===== src/rtl/nbt_pkg.sv =====
package nbt_pkg;
  localparam int BYTE_BITS  = 8;
  localparam int FRAME_BITS = BYTE_BITS + 1;

  typedef enum logic [1:0] {
    ST_IDLE  = 2'd0,
    ST_SHIFT = 2'd1,
    ST_WAIT  = 2'd2,
    ST_TAIL  = 2'd3
  } nbt_state_e;

  typedef struct packed {
    logic                 is_data;
    logic [BYTE_BITS-1:0] payload;
  } nbt_frame_t;
endpackage


===== src/rtl/nbt_half_timer.sv =====
// Emits one tick every HALF_DIV cycles while enabled; restart realigns the phase.
module nbt_half_timer #(
  parameter int HALF_DIV = 10
) (
  input  logic clk,
  input  logic rst_n,
  input  logic en,
  input  logic restart,
  output logic tick
);
  localparam int CW = (HALF_DIV > 1) ? $clog2(HALF_DIV) : 1;
  localparam logic [CW-1:0] LAST = CW'(HALF_DIV - 1);

  logic [CW-1:0] cnt_q, cnt_d;

  assign tick = en && !restart && (cnt_q == LAST);

  always_comb begin
    cnt_d = cnt_q;
    if (restart || !en) begin
      cnt_d = '0;
    end else if (tick) begin
      cnt_d = '0;
    end else begin
      cnt_d = cnt_q + 1'b1;
    end
  end

  always_ff @(posedge clk or negedge rst_n) begin
    if (!rst_n) cnt_q <= '0;
    else        cnt_q <= cnt_d;
  end
endmodule


===== src/rtl/nbt_frame_counter.sv =====
// Counts frames of a burst modulo ALIGN_FRAMES; pad_more is high when the
// frame now ending would leave the burst off a byte boundary.
module nbt_frame_counter #(
  parameter int ALIGN_FRAMES = 8
) (
  input  logic clk,
  input  logic rst_n,
  input  logic clear,
  input  logic inc,
  output logic pad_more
);
  localparam int CW = (ALIGN_FRAMES > 1) ? $clog2(ALIGN_FRAMES) : 1;
  localparam logic [CW-1:0] WRAP = CW'(ALIGN_FRAMES - 1);

  logic [CW-1:0] cnt_q, cnt_d;

  assign pad_more = (cnt_q != WRAP);

  always_comb begin
    cnt_d = cnt_q;
    if (clear)    cnt_d = '0;
    else if (inc) cnt_d = (cnt_q == WRAP) ? '0 : cnt_q + 1'b1;
  end

  always_ff @(posedge clk or negedge rst_n) begin
    if (!rst_n) cnt_q <= '0;
    else        cnt_q <= cnt_d;
  end
endmodule


===== src/rtl/nbt_ctrl.sv =====
// Burst sequencer and frame shifter.
module nbt_ctrl
  import nbt_pkg::*;
#(
  parameter logic [BYTE_BITS-1:0] FILL_CODE = 8'h5C
) (
  input  logic                 clk,
  input  logic                 rst_n,
  input  logic                 align_en,
  input  logic                 in_valid,
  input  logic [BYTE_BITS-1:0] in_byte,
  input  logic                 in_is_data,
  input  logic                 in_last,
  input  logic                 tick,
  input  logic                 pad_more,
  output logic                 in_ready,
  output logic                 timer_en,
  output logic                 timer_restart,
  output logic                 cnt_clear,
  output logic                 cnt_inc,
  output logic                 sclk,
  output logic                 sdo,
  output logic                 cs_n
);
  localparam int BW = $clog2(FRAME_BITS);
  localparam logic [BW-1:0] TOP_BIT = BW'(FRAME_BITS - 1);

  nbt_state_e           state_q, state_d;
  logic [FRAME_BITS-1:0] shreg_q, shreg_d;
  logic [BW-1:0]         bit_q, bit_d;
  logic                  sclk_q, sclk_d;
  logic                  last_q, last_d;
  logic                  align_q, align_d;
  nbt_frame_t            in_frame, fill_frame;

  assign in_frame   = '{is_data: in_is_data, payload: in_byte};
  assign fill_frame = '{is_data: 1'b0, payload: FILL_CODE};

  always_comb begin
    state_d       = state_q;
    shreg_d       = shreg_q;
    bit_d         = bit_q;
    sclk_d        = sclk_q;
    last_d        = last_q;
    align_d       = align_q;
    in_ready      = 1'b0;
    timer_en      = 1'b0;
    timer_restart = 1'b0;
    cnt_clear     = 1'b0;
    cnt_inc       = 1'b0;
    unique case (state_q)
      ST_IDLE, ST_WAIT: begin
        in_ready = 1'b1;
        if (in_valid) begin
          shreg_d       = in_frame;
          bit_d         = TOP_BIT;
          last_d        = in_last;
          timer_restart = 1'b1;
          state_d       = ST_SHIFT;
          if (state_q == ST_IDLE) begin
            align_d   = align_en;
            cnt_clear = 1'b1;
          end
        end
      end
      ST_SHIFT: begin
        timer_en = 1'b1;
        if (tick) begin
          if (!sclk_q) begin
            sclk_d = 1'b1;
          end else begin
            sclk_d = 1'b0;
            if (bit_q == '0) begin
              cnt_inc = 1'b1;
              if (!last_q) begin
                state_d = ST_WAIT;
              end else if (align_q && pad_more) begin
                shreg_d = fill_frame;
                bit_d   = TOP_BIT;
              end else begin
                state_d = ST_TAIL;
              end
            end else begin
              shreg_d = {shreg_q[FRAME_BITS-2:0], 1'b0};
              bit_d   = bit_q - 1'b1;
            end
          end
        end
      end
      ST_TAIL: begin
        timer_en = 1'b1;
        if (tick) state_d = ST_IDLE;
      end
      default: state_d = ST_IDLE;
    endcase
  end

  always_ff @(posedge clk or negedge rst_n) begin
    if (!rst_n) begin
      state_q <= ST_IDLE;
      shreg_q <= '0;
      bit_q   <= '0;
      sclk_q  <= 1'b0;
      last_q  <= 1'b0;
      align_q <= 1'b0;
    end else begin
      state_q <= state_d;
      shreg_q <= shreg_d;
      bit_q   <= bit_d;
      sclk_q  <= sclk_d;
      last_q  <= last_d;
      align_q <= align_d;
    end
  end

  assign sclk = sclk_q;
  assign sdo  = shreg_q[FRAME_BITS-1];
  assign cs_n = (state_q == ST_IDLE);
endmodule


===== src/rtl/nine_bit_link_tx.sv =====
module nine_bit_link_tx
  import nbt_pkg::*;
#(
  parameter int                   HALF_DIV  = 10,
  parameter logic [BYTE_BITS-1:0] FILL_CODE = 8'h5C
) (
  input  logic                 clk,
  input  logic                 rst_n,
  input  logic                 align_en,
  input  logic                 in_valid,
  output logic                 in_ready,
  input  logic [BYTE_BITS-1:0] in_byte,
  input  logic                 in_is_data,
  input  logic                 in_last,
  output logic                 sclk,
  output logic                 sdo,
  output logic                 cs_n,
  output logic                 busy
);
  // 9*n bits is byte aligned only when n is a multiple of the byte width.
  localparam int ALIGN_FRAMES = BYTE_BITS;

  logic tick, timer_en, timer_restart, cnt_clear, cnt_inc, pad_more;

  nbt_half_timer #(.HALF_DIV(HALF_DIV)) u_timer (
    .clk     (clk),
    .rst_n   (rst_n),
    .en      (timer_en),
    .restart (timer_restart),
    .tick    (tick)
  );

  nbt_frame_counter #(.ALIGN_FRAMES(ALIGN_FRAMES)) u_count (
    .clk      (clk),
    .rst_n    (rst_n),
    .clear    (cnt_clear),
    .inc      (cnt_inc),
    .pad_more (pad_more)
  );

  nbt_ctrl #(.FILL_CODE(FILL_CODE)) u_ctrl (
    .clk           (clk),
    .rst_n         (rst_n),
    .align_en      (align_en),
    .in_valid      (in_valid),
    .in_byte       (in_byte),
    .in_is_data    (in_is_data),
    .in_last       (in_last),
    .tick          (tick),
    .pad_more      (pad_more),
    .in_ready      (in_ready),
    .timer_en      (timer_en),
    .timer_restart (timer_restart),
    .cnt_clear     (cnt_clear),
    .cnt_inc       (cnt_inc),
    .sclk          (sclk),
    .sdo           (sdo),
    .cs_n          (cs_n)
  );

  assign busy = !cs_n;
endmodule


===== config.mk =====
export PLATFORM = sky130hd
export DESIGN_NAME = nine_bit_link_tx
export DESIGN_NICKNAME = d
export VERILOG_FILES = /design/src/rtl/nbt_pkg.sv /design/src/rtl/nbt_half_timer.sv /design/src/rtl/nbt_frame_counter.sv /design/src/rtl/nbt_ctrl.sv /design/src/rtl/nine_bit_link_tx.sv
export SDC_FILE = /design/constraint.sdc
export NUM_CORES = 1
export LEC_CHECK = 0
export ABC_AREA = 1
export BUFFER_PORTS_ARGS = -buffer_cell sky130_fd_sc_hd__buf_2
export CAP_MARGIN = 0
export CORE_UTILIZATION = 40
export DETAILED_ROUTE_END_ITERATION = 8
export PLACE_DENSITY_LB_ADDON = 0.25
export SYNTH_ARGS = -nofsm -noshare
export SYNTH_HDL_FRONTEND = slang
export SYNTH_SLANG_ARGS = --single-unit

===== constraint.sdc =====
create_clock -name clk -period 5.2 [get_ports clk]
set_clock_uncertainty 0.2 [all_clocks]
set_input_delay 0.52 -clock clk [delete_from_list [all_inputs] [get_ports clk]]
set_output_delay 0.52 -clock clk [all_outputs]
set_load 0.01 [all_outputs]

Yosys cells after proc, flatten, opt, wreduce, memory -nomap -nowiden
Cells that the tools add are included.
W data, S select, Z words.
- word-level logic and storage cells: 82
- register bits: 25
- output and inout bits: 5
- multiplexer cells: 39
- add/sub/neg operators: 3
- equality and inequality tests: 14
- reductions and logical operators: 18
- operators with widths (kind ; count):
    $mux W9 ; 6
    $mux W4 ; 8
    $pmux W9 S2 ; 1
    $mux W2 ; 7
    $mux W1 ; 12
    $reduce_and A6 Y1 ; 2
    $mux W3 ; 3
    $ne A3 B3 Y1 const B ; 3
    $pmux W4 S2 ; 1
    $ne A2 B2 Y1 const B ; 3
    $pmux W2 S3 ; 1
    $add A4 B1 Y4 const B ; 1
    $eq A2 B2 Y1 const B ; 2
    $eq A4 B4 Y1 const B ; 1
    $logic_not A4 Y1 ; 1
    $ne A2 B1 Y1 const B ; 2
    $reduce_and A2 Y1 ; 2
    $reduce_bool A2 Y1 ; 2
    $reduce_or A2 Y1 ; 2
    $sub A4 B1 Y4 const B ; 1
    $add A3 B1 Y3 const B ; 1
    $eq A3 B3 Y1 const B ; 1
    $logic_and A1 B1 Y1 ; 3
    $logic_not A1 Y1 ; 3
    5 further kinds ; 5

Depth between registers and ports, before layout
Gate-level depths: netlist of the first run.
- depth after elaboration: 10
- mapped depth: 11
- mapped depth without buffers: 10

Cells and area by module
From an unflattened synthesis of the first run, not the netlist that was laid out.
- cell total of the unflattened synthesis: 191
- area, all modules: 1407.6 um^2
- modules (own cells, without submodules) (module ; area an instance (um^2) ; times used ; cells an instance ; seq. area each (um^2)):
    nbt_ctrl ; 1033.5 ; 1 ; 147 ; 450.4
    nbt_half_timer ; 211.5 ; 1 ; 23 ; 100.1
    nbt_frame_counter ; 158.9 ; 1 ; 20 ; 75.1
    nine_bit_link_tx ; 3.8 ; 1 ; 1 ; 0.0

Worst setup path after synthesis of the first run
Ideal clock, no wire load.
- path type: register -> register
- start point: register u_count.cnt_q[0]
- end point: register u_ctrl.bit_q[0]
- library setup time: 0.065 ns
- period minus slack after synthesis: 1.644 ns
- buffers on the path: 1
- cell stages (with the launch flop): 11
- path slack: 3.556 ns
- data arrival time: 1.379 ns
- cells stage by stage: dfrtp_1 > ha_1 > ha_1 > inv_1 > nand3_1 > nand2_1 > nor2_1 > nor2_2 > buf_6 > nand2_1 > nand2_1
- longest elaborated chain between the ends: 4
- ends and longest elaborated chain (element ; line ; text):
    start, declared ; nbt_frame_counter.sv:15 ; logic [CW-1:0] cnt_q, cnt_d;
    start signal, assigned ; nbt_frame_counter.sv:27 ; else cnt_q <= cnt_d;
    $ne A3 B3 Y1 ; nbt_frame_counter.sv:17 ; assign pad_more = (cnt_q != WRAP);
    $logic_and A1 B1 Y1 ; nbt_ctrl.sv:77 ; end else if (align_q && pad_more) begin
    $ne A3 B3 Y1 (no line) ; -- ;
    $reduce_and A6 Y1 (no line) ; -- ;
    end signal, assigned ; nbt_ctrl.sv:109 ; bit_q <= bit_d;
    end, declared ; nbt_ctrl.sv:30 ; logic [BW-1:0] bit_q, bit_d;
Every way passes these cells.
A chain may end at the register's enable or synchronous reset.

Worst setup path in the final report of the first run
- start point: register u_count.cnt_q[0]
- end point: register u_ctrl.shreg_q[1]
- longest elaborated chain between the ends: 4
- ends and longest elaborated chain (element ; line ; text):
    $ne A3 B3 Y1 ; nbt_frame_counter.sv:17 ;
    $logic_and A1 B1 Y1 ; nbt_ctrl.sv:77 ;
    $ne A3 B3 Y1 (no line) ; -- ;
    $reduce_and A6 Y1 (no line) ; -- ;
    end signal, assigned ; nbt_ctrl.sv:108 ; shreg_q <= shreg_d;
    end, declared ; nbt_ctrl.sv:29 ; logic [FRAME_BITS-1:0] shreg_q, shreg_d;
Every way passes these cells.

==> results of run 1 <==
## cell type report
cell class | count | share of cell area
clock buffers | 4 | 0.0171
well taps | 44 | 0.0358
repair buffers | 19 | 0.0651
flip-flops and latches | 25 | 0.407
multi-input cells | 144 | 0.439
inverters | 15 | 0.0366
## flip-flops by register name (all words and copies together) (netlist names)
| signal | count |
|---|---|
| u_ctrl.last_q | 1 |
| u_ctrl.bit_q | 4 |
| u_ctrl.align_q | 1 |
| u_timer.cnt_q | 4 |
| u_ctrl.state_q | 2 |
| u_ctrl.sclk | 1 |
| u_ctrl.shreg_q | 9 |
| u_count.cnt_q | 3 |
## power breakdown
group	internal (uW)	total, uW	switching (uW)
combinational	129	368	239
clock	30.1	89.3	59.2
sequential	263	322	59.8
## per-stage QoR
stage | instances | hold WS [ns] | area, um^2
CTS | 251 | 0.208 | 1540
floorplan | 187 | 0.0244 | 1380
finish | 251 | 0.216 | 1540
global route | 251 | 0.206 | 1540
detailed placement | 246 | 0.260 | 1500
global placement | 246 | 0.255 | 1500
## cells in the mapped netlist (all sizes together)
library cell,instances,area share
nand3,18,0.069
inv,15,0.041
nand2,75,0.21
mux2,1,0.0081
xnor2,2,0.013
buf,3,0.019
ha,6,0.054
o21ai,5,0.021
nor2,34,0.10
dfrtp,25,0.45
xor2,2,0.013
a21oi,1,0.0036
## what timing repair did
| action | CTS | global route |
|---|---|---|
| gates resized for setup | 0 | 0 |
| hold buffers | 1 | 0 |
| endpoints found under the hold margin | 25 | 0 |
## worst reg2reg max path: cells and delay by family, from the launching register on
family / cells / cell delay [ns]
flops: 1 / 0.42
buf+inv: 1 / 0.06
fa+ha+maj: 2 / 0.41
simple gates: 6 / 0.85
## layer usage
metal	vias up	routed length (um)
met2	22	1120
met5	-	0
met4	0	14
li1	614	-
met3	2	100
met1	522	1330
## worst max-delay path by stage
stage                                    to  depth (start not counted)
after floorplan             u_ctrl.bit_q[0]                         10
after detailed placement  u_ctrl.shreg_q[1]                          9
after global routing      u_ctrl.shreg_q[3]                          9
after CTS                 u_ctrl.shreg_q[1]                          9
after global placement    u_ctrl.shreg_q[8]                          9
final                     u_ctrl.shreg_q[1]                          9
## cells by family (layout without fill, tap and decap cells)
kind of cell,count (synthesis),after routing,share of synthesized area
multiplexers,1,1,0.00814
adder cells (fa/ha/maj),6,6,0.0543
buffers and inverters,18,38,0.0597
AO/OA/AOI/OAI,6,6,0.0244
AND/OR/NAND/NOR,127,127,0.376
XOR/XNOR,4,4,0.0253
flip-flops,25,25,0.452
==> flow_summary.json, run 1 <==
{
  "status": "finished clean",
  "yosysSeqAreaShare": 0.452,
  "met2_usage": 0.278,
  "arrival_ns": 2.07,
  "crit_path_cell_trace": "ha_1 > ha_1 > inv_1 > nand3_1 > nand2_1 > nor2_1 > nor2_2 > nand2_1 > nand2_1",
  "whs_endpoint": "u_ctrl.align_q",
  "slowest_stage": "nor2_2",
  "busiest_layer": "met2",
  "syn_avg_cell_area_um2": 7.39,
  "initial_core_util": 0.438,
  "maxCapViolCount": 0,
  "viasPerCell": 4.62,
  "clockBufferDepth": 2,
  "hold_depth": 2,
  "die_x_um": 60.8,
  "finalPower_uw": 780,
  "wirelength_um": 2570,
  "slew_headroom": 0.613,
  "die_area_um2": 3700,
  "ir_worst_vdd_mv": 0.252,
  "path_clk_slew_ns": 0.14,
  "drt-wirelength-per-cell_um": 10.2,
  "fill_cells": 352,
  "antenna_found_initial": 0,
  "use_met3": 0.0512,
  "grt_util_met1": 0.226,
  "tightest_slew_ns": 0.580,
  "nets": 228,
  "cts-root-buf": "clkbuf_4",
  "cts_sinks": 25,
  "grt_pass1_vias": 1122,
  "crit_path_max_incr_delay_ns": 0.46,
  "rrSetupSlack_ns": 3.20,
  "rsz0062_at_grt": "no",
  "syn_inst": 187,
  "gr-total-overflow": 0,
  "drive_gt1_frac": 0.140,
  "dr_total_vias": 1160,
  "period_needed_ns": 2.00,
  "report.final.slew_viol_count": 0,
  "grt_pass1_wl_um": 4700,
  "hold_viol": 0,
  "period_share": 0.385,
  "htreeDepth": 1,
  "synth_area_um2": 1380,
  "max_freq_mhz": 500,
  "r2r_start": "u_count.cnt_q[0]",
  "path_buf_inv": 1,
  "critPathCaptureType": "flop",
  "area_growth_syn_to_layout_pct": 11.2,
  "crit_top_cell": "nand2_1",
  "setup_slack_ns": 3.20,
  "core_area_um2": 3150,
  "io-pin-count": 19,
  "seq_area_um2": 626,
  "num_antenna_cells": 0,
  "drc": 0,
  "ys_types": 19,
  "final_cell_mix": "nand2_1, nor2_1, dfrtp_1, buf_2, nand3_1",
  "start_kind": "flop",
  "final_common_cell": "nand2_1",
  "grt_max_degree": 26,
  "synth-seq-cells": 25,
  "cts_buffers": 3,
  "power_density_nw_per_um2": 507,
  "num_rows": 20,
  "setup_viol": 0,
  "ant_nets": 0,
  "die_y_um": 60.8,
  "hp-class": "in -> reg",
  "post_cts_buffers": 0,
  "yosys_warnings": 0,
  "cts_tree": "yes",
  "dp_hpwl_um": 1850,
  "crit_type": "reg -> reg",
  "tns_ns": 0,
  "port_buffers": 18,
  "multi_input_area_um2": 674,
  "critPathTopFamily": "simple AND/OR/NAND/NOR gates",
  "ff2ff_path_depth": 9,
  "grt_util_all_layers": 0.172,
  "crit_start": "u_count.cnt_q[0]",
  "syn-num-nets": 207,
  "drtIter0Drc": 53,
  "drt_pre_antenna_iters": 4,
  "power_leakage_uw": 0.000854,
  "final_util": 0.488,
  "gp_congestion": 0.752,
  "r2r_end": "u_ctrl.shreg_q[1]",
  "cp_max_fo": 13,
  "clkLatencyLatePin_ns": 0.32,
  "cp.required_ns": 5.27,
  "post-place-ws_ns": 3.22,
  "worstHoldStart": "align_en"
}
(Power assumes the default switching activity.)
==> run 2, diff against run 1 <==
==> constraint.sdc (replaced) <==
create_clock -name clk -period 1.75 [get_ports clk]
set_clock_uncertainty 0.2 [all_clocks]
set_input_delay 0.175 -clock clk [delete_from_list [all_inputs] [get_ports clk]]
set_output_delay 0.175 -clock clk [all_outputs]
set_load 0.01 [all_outputs]
==> flow_summary.json, run 2 (synthesized netlist as in run 1, its figures left out) <==
{
  "viasPerCell": 4.58,
  "gp_congestion": 0.758,
  "dp_hpwl_um": 1830,
  "tightest_slew_ns": 0.557,
  "report.final.slew_viol_count": 0,
  "largest_reg_flops": 9,
  "wirelength_um": 2970,
  "ant_nets": 0,
  "cts_tree": "yes",
  "setup_viol": 0,
  "grt_pass1_vias": 1156,
  "num_antenna_cells": 0,
  "slew_headroom": 0.629,
  "drc": 0,
  "power_density_nw_per_um2": 1460,
  "seq_area_um2": 627,
  "area_growth_syn_to_layout_pct": 34.7,
  "reg_top3": "u_ctrl.shreg_q x9, u_ctrl.bit_q x4, u_timer.cnt_q x4",
  "core_area_um2": 3150,
  "die_x_um": 60.8,
  "maxCapViolCount": 0,
  "gr-total-overflow": 0,
  "cts_buffers": 3,
  "power_leakage_uw": 0.000992,
  "final_cells": 279,
  "grt_pass1_wl_um": 4840,
  "clockBufferDepth": 2,
  "largest_register": "u_ctrl.shreg_q",
  "final_common_cell": "nand2_1",
  "htreeDepth": 1,
  "cp.required_ns": 1.83,
  "ir_worst_vdd_mv": 0.597,
  "io-pin-count": 19,
  "hp-class": "in -> async",
  "critPathCaptureType": "flop",
  "max_freq_mhz": 598,
  "drive_gt1_frac": 0.234,
  "drt_pre_antenna_iters": 4,
  "grt_util_all_layers": 0.181,
  "cts_sinks": 25,
  "place_inst": 252,
  "period_share": 0.955,
  "port_buffers": 18,
  "path_clk_slew_ns": 0.14,
  "clkLatencyLatePin_ns": 0.33,
  "crit_type": "reg -> reg",
  "period_needed_ns": 1.67,
  "hold_viol": 0,
  "num_rows": 20,
  "multi_input_area_um2": 732,
  "initial_core_util": 0.438,
  "drt-wirelength-per-cell_um": 10.7,
  "grt_max_degree": 26,
  "die_area_um2": 3700,
  "tns_ns": 0,
  "cts-root-buf": "clkbuf_4",
  "setup_slack_ns": 0.0780,
  "antenna_found_initial": 0,
  "status": "finished clean",
  "whs_ns": 0.143,
  "dr_total_vias": 1278,
  "die_y_um": 60.8,
  "post-place-ws_ns": -0.0240,
  "fill_cells": 294,
  "nets": 256,
  "arrival_ns": 1.75,
  "final_cell_mix": "nand2_1, nor2_1, dfrtp_1, buf_2, nand3_1",
  "drtIter0Drc": 47,
  "start_kind": "flop",
  "cp_max_fo": 6
}
[run 2: cell count changes in the layout (fill, tap and decap cells not counted), sizes merged]
cell / change
dlygate4sd3: +13
buf: +13
clkbuf: +1
nand3: +1
[run 2: power by group]
| group | total (uW) | internal, uW | switching [uW] |
|---|---|---|---|
| Sequential | 962 | 783 | 179 |
| Combinational | 1490 | 646 | 848 |
| Clock | 269 | 89.7 | 180 |
[run 2: cell type report]
class / count / area share
Clock buffer: 4 / 0.0141
Inverter: 15 / 0.0302
Multi-Input combinational cell: 145 / 0.393
Sequential cell: 25 / 0.337
Tap cell: 44 / 0.0296
Timing Repair Buffer: 46 / 0.196
[run 2: metal layers]
metal  routed length (um)  track usage  vias up
met4                   61       0.0974        0
li1                     -            -      677
met3                   78       0.0320        5
met1                 1500        0.223      573
met5                    0            0        -
met2                 1330        0.301       23
[run 2: per-stage QoR]
stage	power, uW	utilization	area (um^2)
2_1_floorplan	1830	-	1380
3_3_place_gp	2150	0.494	1560
3_5_place_dp	2180	0.494	1560
4_1_cts	2500	0.550	1730
5_1_grt	3000	0.590	1860
6_report	2720	0.590	1860
[run 2: critical path, stage by stage, from the launching register on]
cell	delay (ns)
dfrtp_1	0.41
ha_2	0.18
ha_2	0.17
inv_1	0.06
nand3_2	0.09
nand2_2	0.07
nor2_2	0.04
nor2_4	0.14
clkbuf_16	0.16
nand2_1	0.04
nand2_1	0.05
[run 2: worst paths after layout]
kind	to	slack (ns)	from	cells after the start
max in group asynchronous	u_ctrl.state_q[0]	0.82	rst_n	2
setup / recovery	u_ctrl.shreg_q[7]	0.08	u_count.cnt_q[0]	10
hold / removal	u_ctrl.state_q[1]	0.14	rst_n	2
min in group clk	u_ctrl.shreg_q[2]	0.29	u_ctrl.shreg_q[2]	2
setup reg to reg	u_ctrl.shreg_q[7]	0.08	u_count.cnt_q[0]	10
hold reg to reg	u_ctrl.shreg_q[2]	0.29	u_ctrl.shreg_q[2]	2
[run 2: repair_timing]
action	4_1_cts	5_1_grt
buffers inserted	0	7
resized for setup	1	14
gates cloned	0	2
hold buffers	14	0
endpoints found under the setup margin	13	19
pin swaps	0	2
hold endpoints to repair	36	0
